### src/rtl/ofd_pkg.sv
`timescale 1ns/1ps
package ofd_pkg;

  typedef enum logic [2:0] {
    ST_DEAD = 3'd0,
    ST_CMD  = 3'd1,
    ST_HUNT = 3'd2,
    ST_TAG  = 3'd3,
    ST_MINE = 3'd4
  } ofd_state_e;

  localparam logic [3:0] TAG_PREAMBLE = 4'b1110;

  // sample width in bits for a width code
  function automatic int width_bits(input logic [1:0] code);
    case (code)
      2'd0:    return 16;
      2'd1:    return 20;
      default: return 24;
    endcase
  endfunction

  // clock periods per sample (two bits per period)
  function automatic int width_slots(input logic [1:0] code);
    return width_bits(code) / 2;
  endfunction

endpackage

### src/rtl/ofd_ddr_capture.sv
`timescale 1ns/1ps
module ofd_ddr_capture (
  input  logic clk,
  input  logic rst_n,
  input  logic sync_i,
  input  logic sdo_i,
  output logic st_sync_o,
  output logic st_b0_o,
  output logic st_b1_o
);

  logic rise_q;
  logic fall_q;
  logic sync_q;

  always_ff @(posedge clk or negedge rst_n) begin
    if (!rst_n) begin
      rise_q <= 1'b0;
      sync_q <= 1'b0;
    end else begin
      rise_q <= sdo_i;
      sync_q <= sync_i;
    end
  end

  always_ff @(negedge clk or negedge rst_n) begin
    if (!rst_n) fall_q <= 1'b0;
    else        fall_q <= sdo_i;
  end

  // one stage per clock: sync level and the two bits of that period
  assign st_sync_o = sync_q;
  assign st_b0_o   = rise_q;
  assign st_b1_o   = fall_q;

endmodule

### src/rtl/ofd_sync_detect.sv
`timescale 1ns/1ps
module ofd_sync_detect #(
  parameter int SYNC_LEN = 8
) (
  input  logic clk,
  input  logic rst_n,
  input  logic st_sync,
  output logic fs_start
);

  localparam int RUN_W = $clog2(SYNC_LEN + 1);

  logic [RUN_W-1:0] run_q;
  logic             run_full;

  assign run_full = (run_q == RUN_W'(SYNC_LEN));
  assign fs_start = !st_sync && run_full;

  always_ff @(posedge clk or negedge rst_n) begin
    if (!rst_n)       run_q <= '0;
    else if (!st_sync) run_q <= '0;
    else if (!run_full) run_q <= run_q + RUN_W'(1);
  end

endmodule

### src/rtl/ofd_frame_fsm.sv
`timescale 1ns/1ps
module ofd_frame_fsm
  import ofd_pkg::*;
#(
  parameter int CMD_BITS = 32,
  parameter int SID_W    = 4
) (
  input  logic               clk,
  input  logic               rst_n,
  input  logic               fs_start,
  input  logic               st_sync,
  input  logic               st_b0,
  input  logic               st_b1,
  input  logic [SID_W-1:0]   cfg_sid,
  input  logic               blk_last,
  output logic               cmd_valid_o,
  output logic [CMD_BITS-1:0] cmd_word_o,
  output logic               tag_hit,
  output ofd_state_e         state_o
);

  localparam int CMD_SLOTS = CMD_BITS / 2;
  localparam int TAG_BITS  = 4 + SID_W;
  localparam int CC_W      = $clog2(CMD_SLOTS);
  localparam int TC_W      = $clog2(TAG_BITS);

  ofd_state_e          state_q;
  logic [CMD_BITS-1:0] cmd_sh;
  logic [CMD_BITS-1:0] cmd_next;
  logic [CC_W-1:0]     ccnt;
  logic [TAG_BITS-1:0] tag_sh;
  logic [TAG_BITS-1:0] tag_next;
  logic [TC_W-1:0]     tcnt;
  logic                tag_end;
  logic                pre_ok;
  logic                id_ok;

  assign cmd_next = {cmd_sh[CMD_BITS-3:0], st_b0, st_b1};
  assign tag_next = {tag_sh[TAG_BITS-2:0], st_sync};
  assign tag_end  = (state_q == ST_TAG) && (tcnt == TC_W'(TAG_BITS - 1));
  assign pre_ok   = (tag_next[TAG_BITS-1 -: 4] == TAG_PREAMBLE);
  assign id_ok    = (tag_next[SID_W-1:0] == cfg_sid);
  assign tag_hit  = tag_end && pre_ok && id_ok && !fs_start;
  assign state_o  = state_q;

  always_ff @(posedge clk or negedge rst_n) begin
    if (!rst_n) begin
      state_q     <= ST_DEAD;
      cmd_sh      <= '0;
      ccnt        <= '0;
      tag_sh      <= '0;
      tcnt        <= '0;
      cmd_valid_o <= 1'b0;
      cmd_word_o  <= '0;
    end else begin
      cmd_valid_o <= 1'b0;
      if (fs_start) begin
        state_q <= ST_CMD;
        cmd_sh  <= cmd_next;
        ccnt    <= CC_W'(1);
      end else begin
        case (state_q)
          ST_CMD: begin
            cmd_sh <= cmd_next;
            if (ccnt == CC_W'(CMD_SLOTS - 1)) begin
              cmd_valid_o <= 1'b1;
              cmd_word_o  <= cmd_next;
              state_q     <= ST_HUNT;
            end else begin
              ccnt <= ccnt + CC_W'(1);
            end
          end
          ST_HUNT: begin
            if (st_sync) begin
              tag_sh  <= TAG_BITS'(1);
              tcnt    <= TC_W'(1);
              state_q <= ST_TAG;
            end
          end
          ST_TAG: begin
            tag_sh <= tag_next;
            tcnt   <= tcnt + TC_W'(1);
            if (tag_end) begin
              if (!pre_ok)    state_q <= ST_DEAD;
              else if (id_ok) state_q <= ST_MINE;
              else            state_q <= ST_HUNT;
            end
          end
          ST_MINE: begin
            if (blk_last) state_q <= ST_HUNT;
          end
          default: state_q <= ST_DEAD;
        endcase
      end
    end
  end


  fs_cmd_chk: assert property (@(posedge clk) disable iff (!rst_n)
    fs_start |=> (state_q == ST_CMD));


  cmd_pulse_chk: assert property (@(posedge clk) disable iff (!rst_n)
    cmd_valid_o |=> !cmd_valid_o);


  cmd_src_chk: assert property (@(posedge clk) disable iff (!rst_n)
    cmd_valid_o |-> $past(state_q == ST_CMD));


  dead_hold_chk: assert property (@(posedge clk) disable iff (!rst_n)
    (state_q == ST_DEAD && !fs_start) |=> (state_q == ST_DEAD));

endmodule

### src/rtl/ofd_slicer.sv
`timescale 1ns/1ps
module ofd_slicer
  import ofd_pkg::*;
#(
  parameter int PCM_W  = 24,
  parameter int MAX_CH = 8
) (
  input  logic                clk,
  input  logic                rst_n,
  input  logic                fs_start,
  input  logic                tag_hit,
  input  logic [1:0]          cfg_width,
  input  logic [((MAX_CH > 1) ? $clog2(MAX_CH) : 1)-1:0] cfg_nch_m1,
  input  logic                st_b0,
  input  logic                st_b1,
  output logic                pcm_valid_o,
  output logic [((MAX_CH > 1) ? $clog2(MAX_CH) : 1)-1:0] pcm_chan_o,
  output logic [PCM_W-1:0]    pcm_data_o,
  output logic                busy_o,
  output logic                blk_last
);

  localparam int CH_W   = (MAX_CH > 1) ? $clog2(MAX_CH) : 1;
  localparam int SLOT_W = $clog2(PCM_W / 2);

  logic              busy_q;
  logic [1:0]        blk_w;
  logic [CH_W-1:0]   blk_nch;
  logic [SLOT_W-1:0] slot;
  logic [CH_W-1:0]   ch;
  logic [PCM_W-1:0]  smp;
  logic [PCM_W-1:0]  smp_next;
  logic              smp_end;

  // keep the low nbits of a shifted sample, clear the rest
  function automatic logic [PCM_W-1:0] keep_low(input logic [PCM_W-1:0] v,
                                               input int nbits);
    logic [PCM_W-1:0] m;
    for (int i = 0; i < PCM_W; i++) m[i] = (i < nbits);
    return v & m;
  endfunction

  assign smp_next = {smp[PCM_W-3:0], st_b0, st_b1};
  assign smp_end  = busy_q && (slot == SLOT_W'(width_slots(blk_w) - 1));
  assign blk_last = smp_end && (ch == blk_nch);
  assign busy_o   = busy_q;

  always_ff @(posedge clk or negedge rst_n) begin
    if (!rst_n) begin
      busy_q      <= 1'b0;
      blk_w       <= '0;
      blk_nch     <= '0;
      slot        <= '0;
      ch          <= '0;
      smp         <= '0;
      pcm_valid_o <= 1'b0;
      pcm_chan_o  <= '0;
      pcm_data_o  <= '0;
    end else begin
      pcm_valid_o <= 1'b0;
      if (fs_start) begin
        busy_q <= 1'b0;
      end else if (tag_hit) begin
        busy_q  <= 1'b1;
        blk_w   <= cfg_width;
        blk_nch <= cfg_nch_m1;
        slot    <= '0;
        ch      <= '0;
      end else if (busy_q) begin
        smp <= smp_next;
        if (smp_end) begin
          pcm_valid_o <= 1'b1;
          pcm_chan_o  <= ch;
          pcm_data_o  <= keep_low(smp_next, width_bits(blk_w));
          slot        <= '0;
          if (ch == blk_nch) busy_q <= 1'b0;
          else               ch <= ch + CH_W'(1);
        end else begin
          slot <= slot + SLOT_W'(1);
        end
      end
    end
  end


  pcm_busy_chk: assert property (@(posedge clk) disable iff (!rst_n)
    pcm_valid_o |-> $past(busy_q));


  pcm_chan_chk: assert property (@(posedge clk) disable iff (!rst_n)
    pcm_valid_o |-> (pcm_chan_o <= blk_nch));


  pcm_gap_chk: assert property (@(posedge clk) disable iff (!rst_n)
    pcm_valid_o |=> !pcm_valid_o);

endmodule

### src/rtl/ofd_outbound_rx.sv
`timescale 1ns/1ps
module ofd_outbound_rx
  import ofd_pkg::*;
#(
  parameter int SYNC_LEN = 8,
  parameter int CMD_BITS = 32,
  parameter int SID_W    = 4,
  parameter int PCM_W    = 24,
  parameter int MAX_CH   = 8,
  localparam int CH_W    = (MAX_CH > 1) ? $clog2(MAX_CH) : 1
) (
  input  logic                clk,
  input  logic                rst_n,
  input  logic                sync_i,
  input  logic                sdo_i,
  input  logic [SID_W-1:0]    cfg_sid,
  input  logic [1:0]          cfg_width,
  input  logic [CH_W-1:0]     cfg_nch_m1,
  output logic                cmd_valid_o,
  output logic [CMD_BITS-1:0] cmd_word_o,
  output logic                pcm_valid_o,
  output logic [CH_W-1:0]     pcm_chan_o,
  output logic [PCM_W-1:0]    pcm_data_o
);

  logic       st_sync;
  logic       st_b0;
  logic       st_b1;
  logic       fs_start;
  logic       tag_hit;
  logic       blk_last;
  logic       slc_busy;
  ofd_state_e fsm_state;

  ofd_ddr_capture u_cap (
    .clk       (clk),
    .rst_n     (rst_n),
    .sync_i    (sync_i),
    .sdo_i     (sdo_i),
    .st_sync_o (st_sync),
    .st_b0_o   (st_b0),
    .st_b1_o   (st_b1)
  );

  ofd_sync_detect #(.SYNC_LEN(SYNC_LEN)) u_sync (
    .clk      (clk),
    .rst_n    (rst_n),
    .st_sync  (st_sync),
    .fs_start (fs_start)
  );

  ofd_frame_fsm #(.CMD_BITS(CMD_BITS), .SID_W(SID_W)) u_fsm (
    .clk         (clk),
    .rst_n       (rst_n),
    .fs_start    (fs_start),
    .st_sync     (st_sync),
    .st_b0       (st_b0),
    .st_b1       (st_b1),
    .cfg_sid     (cfg_sid),
    .blk_last    (blk_last),
    .cmd_valid_o (cmd_valid_o),
    .cmd_word_o  (cmd_word_o),
    .tag_hit     (tag_hit),
    .state_o     (fsm_state)
  );

  ofd_slicer #(.PCM_W(PCM_W), .MAX_CH(MAX_CH)) u_slc (
    .clk         (clk),
    .rst_n       (rst_n),
    .fs_start    (fs_start),
    .tag_hit     (tag_hit),
    .cfg_width   (cfg_width),
    .cfg_nch_m1  (cfg_nch_m1),
    .st_b0       (st_b0),
    .st_b1       (st_b1),
    .pcm_valid_o (pcm_valid_o),
    .pcm_chan_o  (pcm_chan_o),
    .pcm_data_o  (pcm_data_o),
    .busy_o      (slc_busy),
    .blk_last    (blk_last)
  );


  mine_busy_chk: assert property (@(posedge clk) disable iff (!rst_n)
    (fsm_state == ST_MINE) == slc_busy);


  idle_out_chk: assert property (@(posedge clk) disable iff (!rst_n)
    (fsm_state == ST_DEAD && $past(fsm_state == ST_DEAD)) |-> !pcm_valid_o && !cmd_valid_o);

endmodule

### config.mk
export PLATFORM = sky130hd
export DESIGN_NAME = ofd_outbound_rx
export DESIGN_NICKNAME = d
export VERILOG_FILES = /design/src/rtl/ofd_pkg.sv /design/src/rtl/ofd_ddr_capture.sv /design/src/rtl/ofd_sync_detect.sv /design/src/rtl/ofd_frame_fsm.sv /design/src/rtl/ofd_slicer.sv /design/src/rtl/ofd_outbound_rx.sv
export SDC_FILE = /design/constraint.sdc
export NUM_CORES = 1
export LEC_CHECK = 0
export BUFFER_PORTS_ARGS = -buffer_cell sky130_fd_sc_hd__buf_2
export CAP_MARGIN = 5
export CORE_ASPECT_RATIO = 0.6
export CORE_MARGIN = 2
export CORE_UTILIZATION = 55
export CTS_CLUSTER_DIAMETER = 200
export DETAILED_ROUTE_END_ITERATION = 12
export HOLD_SLACK_MARGIN = 0.02
export PLACE_DENSITY = 0.83
export SYNTH_ARGS = -nofsm -noshare
export SYNTH_HDL_FRONTEND = slang
export SYNTH_SLANG_ARGS = --single-unit
### constraint.sdc
create_clock -name clk -period 2.9 [get_ports clk]
set_input_delay 0.29 -clock clk [delete_from_list [all_inputs] [get_ports clk]]
set_output_delay 0.29 -clock clk [all_outputs]
set_load 0.01 [all_outputs]
### After elaboration in Yosys (flattened, before gate mapping)

Cells that the tools add are included.

| word-level totals | value |
|---|---|
| register bits after elaboration | 150 |
| input bits | 13 |
| output and inout port bits | 61 |
| word-level logic and storage cells | 141 |

| cells by class | value |
|---|---|
| $add $sub $neg | 7 |
| $lt $le $gt $ge | 24 |
| equal/unequal tests | 20 |
| muxes and demuxes | 43 |
| bitwise gates (word level) | 4 |
| reduce and logical (&&, ||, !) cells | 23 |

Operator list:

| operator | number |
|---|---|
| 5-bit by 32-bit less-than comparator with 1-bit output, first input constant | 8 |
| 6-bit by 32-bit less-than comparator with 1-bit output, first input constant | 8 |
| 4-bit by 32-bit less-than comparator with 1-bit output, first input constant | 4 |
| 32-bit two-way mux | 4 |
| 3-bit by 32-bit less-than comparator with 1-bit output, first input constant | 2 |
| 30-bit two-way mux | 2 |
| 3-bit two-way mux | 12 |
| 1-bit by 32-bit less-than comparator with 1-bit output, first input constant | 1 |
| 2-bit by 32-bit less-than comparator with 1-bit output, first input constant | 1 |
| 4-bit two-way mux | 8 |
| 24-bit bitwise AND | 1 |
| 7-bit case mux with 2 select lines | 1 |
| 4-bit by 1-bit adder with 4-bit output, second input constant | 3 |
| 4-bit == test, second input constant | 3 |
| 1-bit two-way mux | 12 |
| 3-bit case mux with 4 select lines | 1 |
| 4-bit AND reduction | 3 |
| 3-bit AND reduction | 3 |
| 4-bit == test | 2 |
| 4-bit case mux with 2 select lines | 1 |
| 2-bit nonzero test | 4 |
| 1-bit logical AND | 7 |
| 7-bit two-way mux | 1 |
| 3-bit by 1-bit adder with 3-bit output, second input constant | 2 |
| 17 further kinds | 27 |

### Longest topological paths before layout

| depth | value |
|---|---|
| word-level depth | 13 |
| gate-level depth with buffers | 10 |
| mapped depth without buffers | 7 |

### Hierarchy

From an unflattened synthesis, not the netlist that was laid out.

| second synthesis, totals | value |
|---|---|
| cell total of the unflattened synthesis | 422 |
| area, all modules | 6060.8 um^2 |

By module, submodules not included:

| module | times used | cells an instance | area each (um^2) | sequential area each (um^2) |
|---|---|---|---|---|
| ofd_frame_fsm | 1 | 206 | 3175.5 | 2001.9 |
| ofd_slicer | 1 | 192 | 2583.7 | 1576.5 |
| ofd_sync_detect | 1 | 21 | 226.5 | 100.1 |
| ofd_ddr_capture | 1 | 3 | 75.1 | 75.1 |

==> reports/qor.yml <==
grt:
  grt_start_max_net_pins: 60
  grt_remaining_overflow: 0
  grt_pass1_wl_um: 20100
  track_usage_pct: 21.1
  antenna_found_initial: 0
  grt_pass1_vias: 3977
cells_and_area:
  area_delta_synth_final_pct: 17.5
  insertedDiodeCount: 0
  fin_area_sq_mm: 0.00742
  nets: 552
  drive_gt1_share_pct: 42.0
  nFillCells: 770
  multi_input_area_sq_mm: 0.00237
  regArea_sq_mm: 0.00375
clock_network:
  clockBufferDepth: 2
  clkLatencyLatePin_ps: 420
  clk_pin_slew_ps: 70
  post_cts_buffers: 0
  cts_tree: "done"
  cts.sinks: 150
  htreeDepth: 4
  cts_root_buf: "clkbuf_16"
  cts-resized-gates: 0
  cts_made_buffers: 17
yosys:
  synth_fp_nets: 470
  ys_top_cells_by_count: "dfrtp_1 (149), mux2_2 (81), nand2_1 (34)"
  syn_avg_cell_area_sq_um: 14.0
  ys_async_sr_fraction_pct: 100
  syn_area_sq_mm: 0.00631
  synth-seq-cells: 150
  synth_top_area_share_pct: 59.1
  post-synth-top-count-cell: "dfrtp_1"
  ys_seq_area_share_pct: 59.5
  synth_warnings: 0
  ys.flop_type: "dfrtp_1"
  synth_edf_count: 0
  syn-instance-count: 450
  synth_cell_types: 46
  synthTopCellsByArea: "dfrtp_1 (59%), mux2_2 (14%), mux2_4 (6.9%)"
  yosys.area.top_type: "dfrtp_1"
setup_path:
  endpoint: "u_slc.pcm_data_o[3]$_DFFE_PN0P_"
  startpoint_type: "register"
  cp-end-kind: "register"
  reg2reg_from: "u_slc.blk_w[1]$_DFFE_PN0P_"
  rr_endpoint: "u_slc.pcm_data_o[3]$_DFFE_PN0P_"
  cp_cell_sequence: "nor3b_1 -> o21ai_0 -> a21oi_1 -> and3_1 -> buf_4 -> mux2_2"
  slowest_delay_ps: 520
  r2r_cells: 6
  path_delay_family: "simple AND/OR/NAND/NOR gates"
  crit_type: "reg -> reg"
  crit_start: "u_slc.blk_w[1]$_DFFE_PN0P_"
  cp_num_buf_inv: 1
  arrival_ps: 2760
  path_max_fanout: 28
  slowest_stage: "dfrtp_1"
  r2r_setup_slack_ps: 440
  cp.depth: 6
  cp.required_ps: 3200
timing:
  fin_skew_ps: 22.3
  drv_slew: 0
  hold_violations: 0
  fin_crit_ps: 2460
  setup-violations-final: 0
  fmax_mhz: 407
  relSlewSlack_pct: 52.1
  fin_crit_sh_pct: 84.8
  rsz0062_at_grt: "no"
  finalSetupTns_ps: 0
  worstMarginPinSlew_ps: 718
detailed_routing:
  drt-initial-drc-count: 256
  wl_per_cell_um: 17.4
  viasPerCell: 5.52
  routed_wl_um: 12000
  route.detailed.drc: 0
  dr_total_vias: 3800
  drt_pre_antenna_iters: 4
  antenna_violating_nets_post_route: 0
min_path:
  hold_path_class: "in -> reg"
floorplan:
  die_x_um: 142
  io_pins: 74
  core_sq_mm: 0.0112
  dieArea_sq_mm: 0.0124
  die_h_um: 87.0
  row_count: 30
  start_util_pct: 56.2
pwr:
  total_power_mw: 5.72
  ir_drop_uv: 542
  cellPowerDensity_mw_per_mm2: 771
  p_leak_nw: 3.69
place:
  port_buffers: 73
  gp_congestion: 0.874
  place_hpwl_um: 7890
  post_dp_cell_area_sq_mm: 0.00678
run_status:
  status: "finished clean"
flow_run:
  maxCapViolCount: 0
## state kept, by name (all words and copies together) (netlist names), 2 cells and up
name,count
u_fsm.cmd_word_o,32
u_fsm.cmd_sh,30
u_slc.pcm_data_o,24
u_slc.smp,22
u_fsm.tag_sh,7
u_fsm.ccnt,4
u_slc.slot,4
u_sync.run_q,4
u_fsm.state_o,3
u_fsm.tcnt,3
u_slc.blk_nch,3
u_slc.ch,3
u_slc.pcm_chan_o,3
u_slc.blk_w,2
## report_power, final
group	total, mW	internal (mW)	leakage (nW)	switching (mW)
clock	2.23	1.31	0.288	0.918
combinational	0.787	0.434	1.43	0.352
sequential	2.70	2.41	1.97	0.291
## cells in the final DEF, fill, tap and decap left out, drive strengths merged, types with 4 or more instances in the layout
cell type,netlist,layout
nor3b,4,4
mux2,110,110
nand2,34,34
inv,13,17
xor2,9,9
nor2,11,11
and2,9,9
buf,15,80
a21oi,7,7
nand3,5,5
clkinv,0,5
o21ai,20,20
clkbuf,5,18
mux2i,9,9
and3,5,5
ha,7,7
nor2b,4,4
dfrtp,149,149
## per-layer routing
metal	wire, um	GRT usage [%]	up-vias
li1	-	-	1745
met1	5340	27.6	1905
met2	5530	32.9	125
met3	840	7.70	25
met4	248	7.65	0
met5	0	0	-
## cells by family after synthesis
logic type	synth area share (%)
flip-flops	59.5
multiplexers	22.8
AND/OR/NAND/NOR	7.47
AO/OA/AOI/OAI	4.16
buffers and inverters	3.05
XOR/XNOR	1.67
adder cells (fa/ha/maj)	1.39
## final cells by class
type	instances	share of cell area (%)
sequential	150	50.6
tap	144	2.43
multi-input combinational	267	32.0
inverter	13	0.658
timing repair buffer	83	6.12
clock buffer	18	5.92
clock inverter	14	2.26
## how the worst min path moves through the flow
stage,startpoint,to,slack (ps),cells after the start
floorplan,rst_n,u_cap.st_b0_o$_DFF_PN0_,-6,0
global placement,rst_n,u_cap.st_sync_o$_DFF_PN0_,230,1
detailed placement,rst_n,u_cap.st_sync_o$_DFF_PN0_,230,1
CTS,cfg_width[1],u_slc.blk_w[1]$_DFFE_PN0P_,100,2
global route,cfg_nch_m1[1],u_slc.blk_nch[1]$_DFFE_PN0P_,100,2
finish,cfg_width[1],u_slc.blk_w[1]$_DFFE_PN0P_,110,2
## what timing repair did
action | in CTS | in global routing
setup endpoints to repair | 0 | 0
hold endpoints to repair | 41 | 0
hold buffers | 3 | 0
## stage by stage
step	hold slack [ps]	setup WS, ps	utilization, %	std cells
detailed placement	231	550	60.4	654
floorplan	-5.59	743	-	450
finish	111	441	66.1	689
global placement	227	709	60.4	654
global route	105	414	66.1	689
CTS	97.4	519	66.1	689
Power figures use the tool's default switching activity.
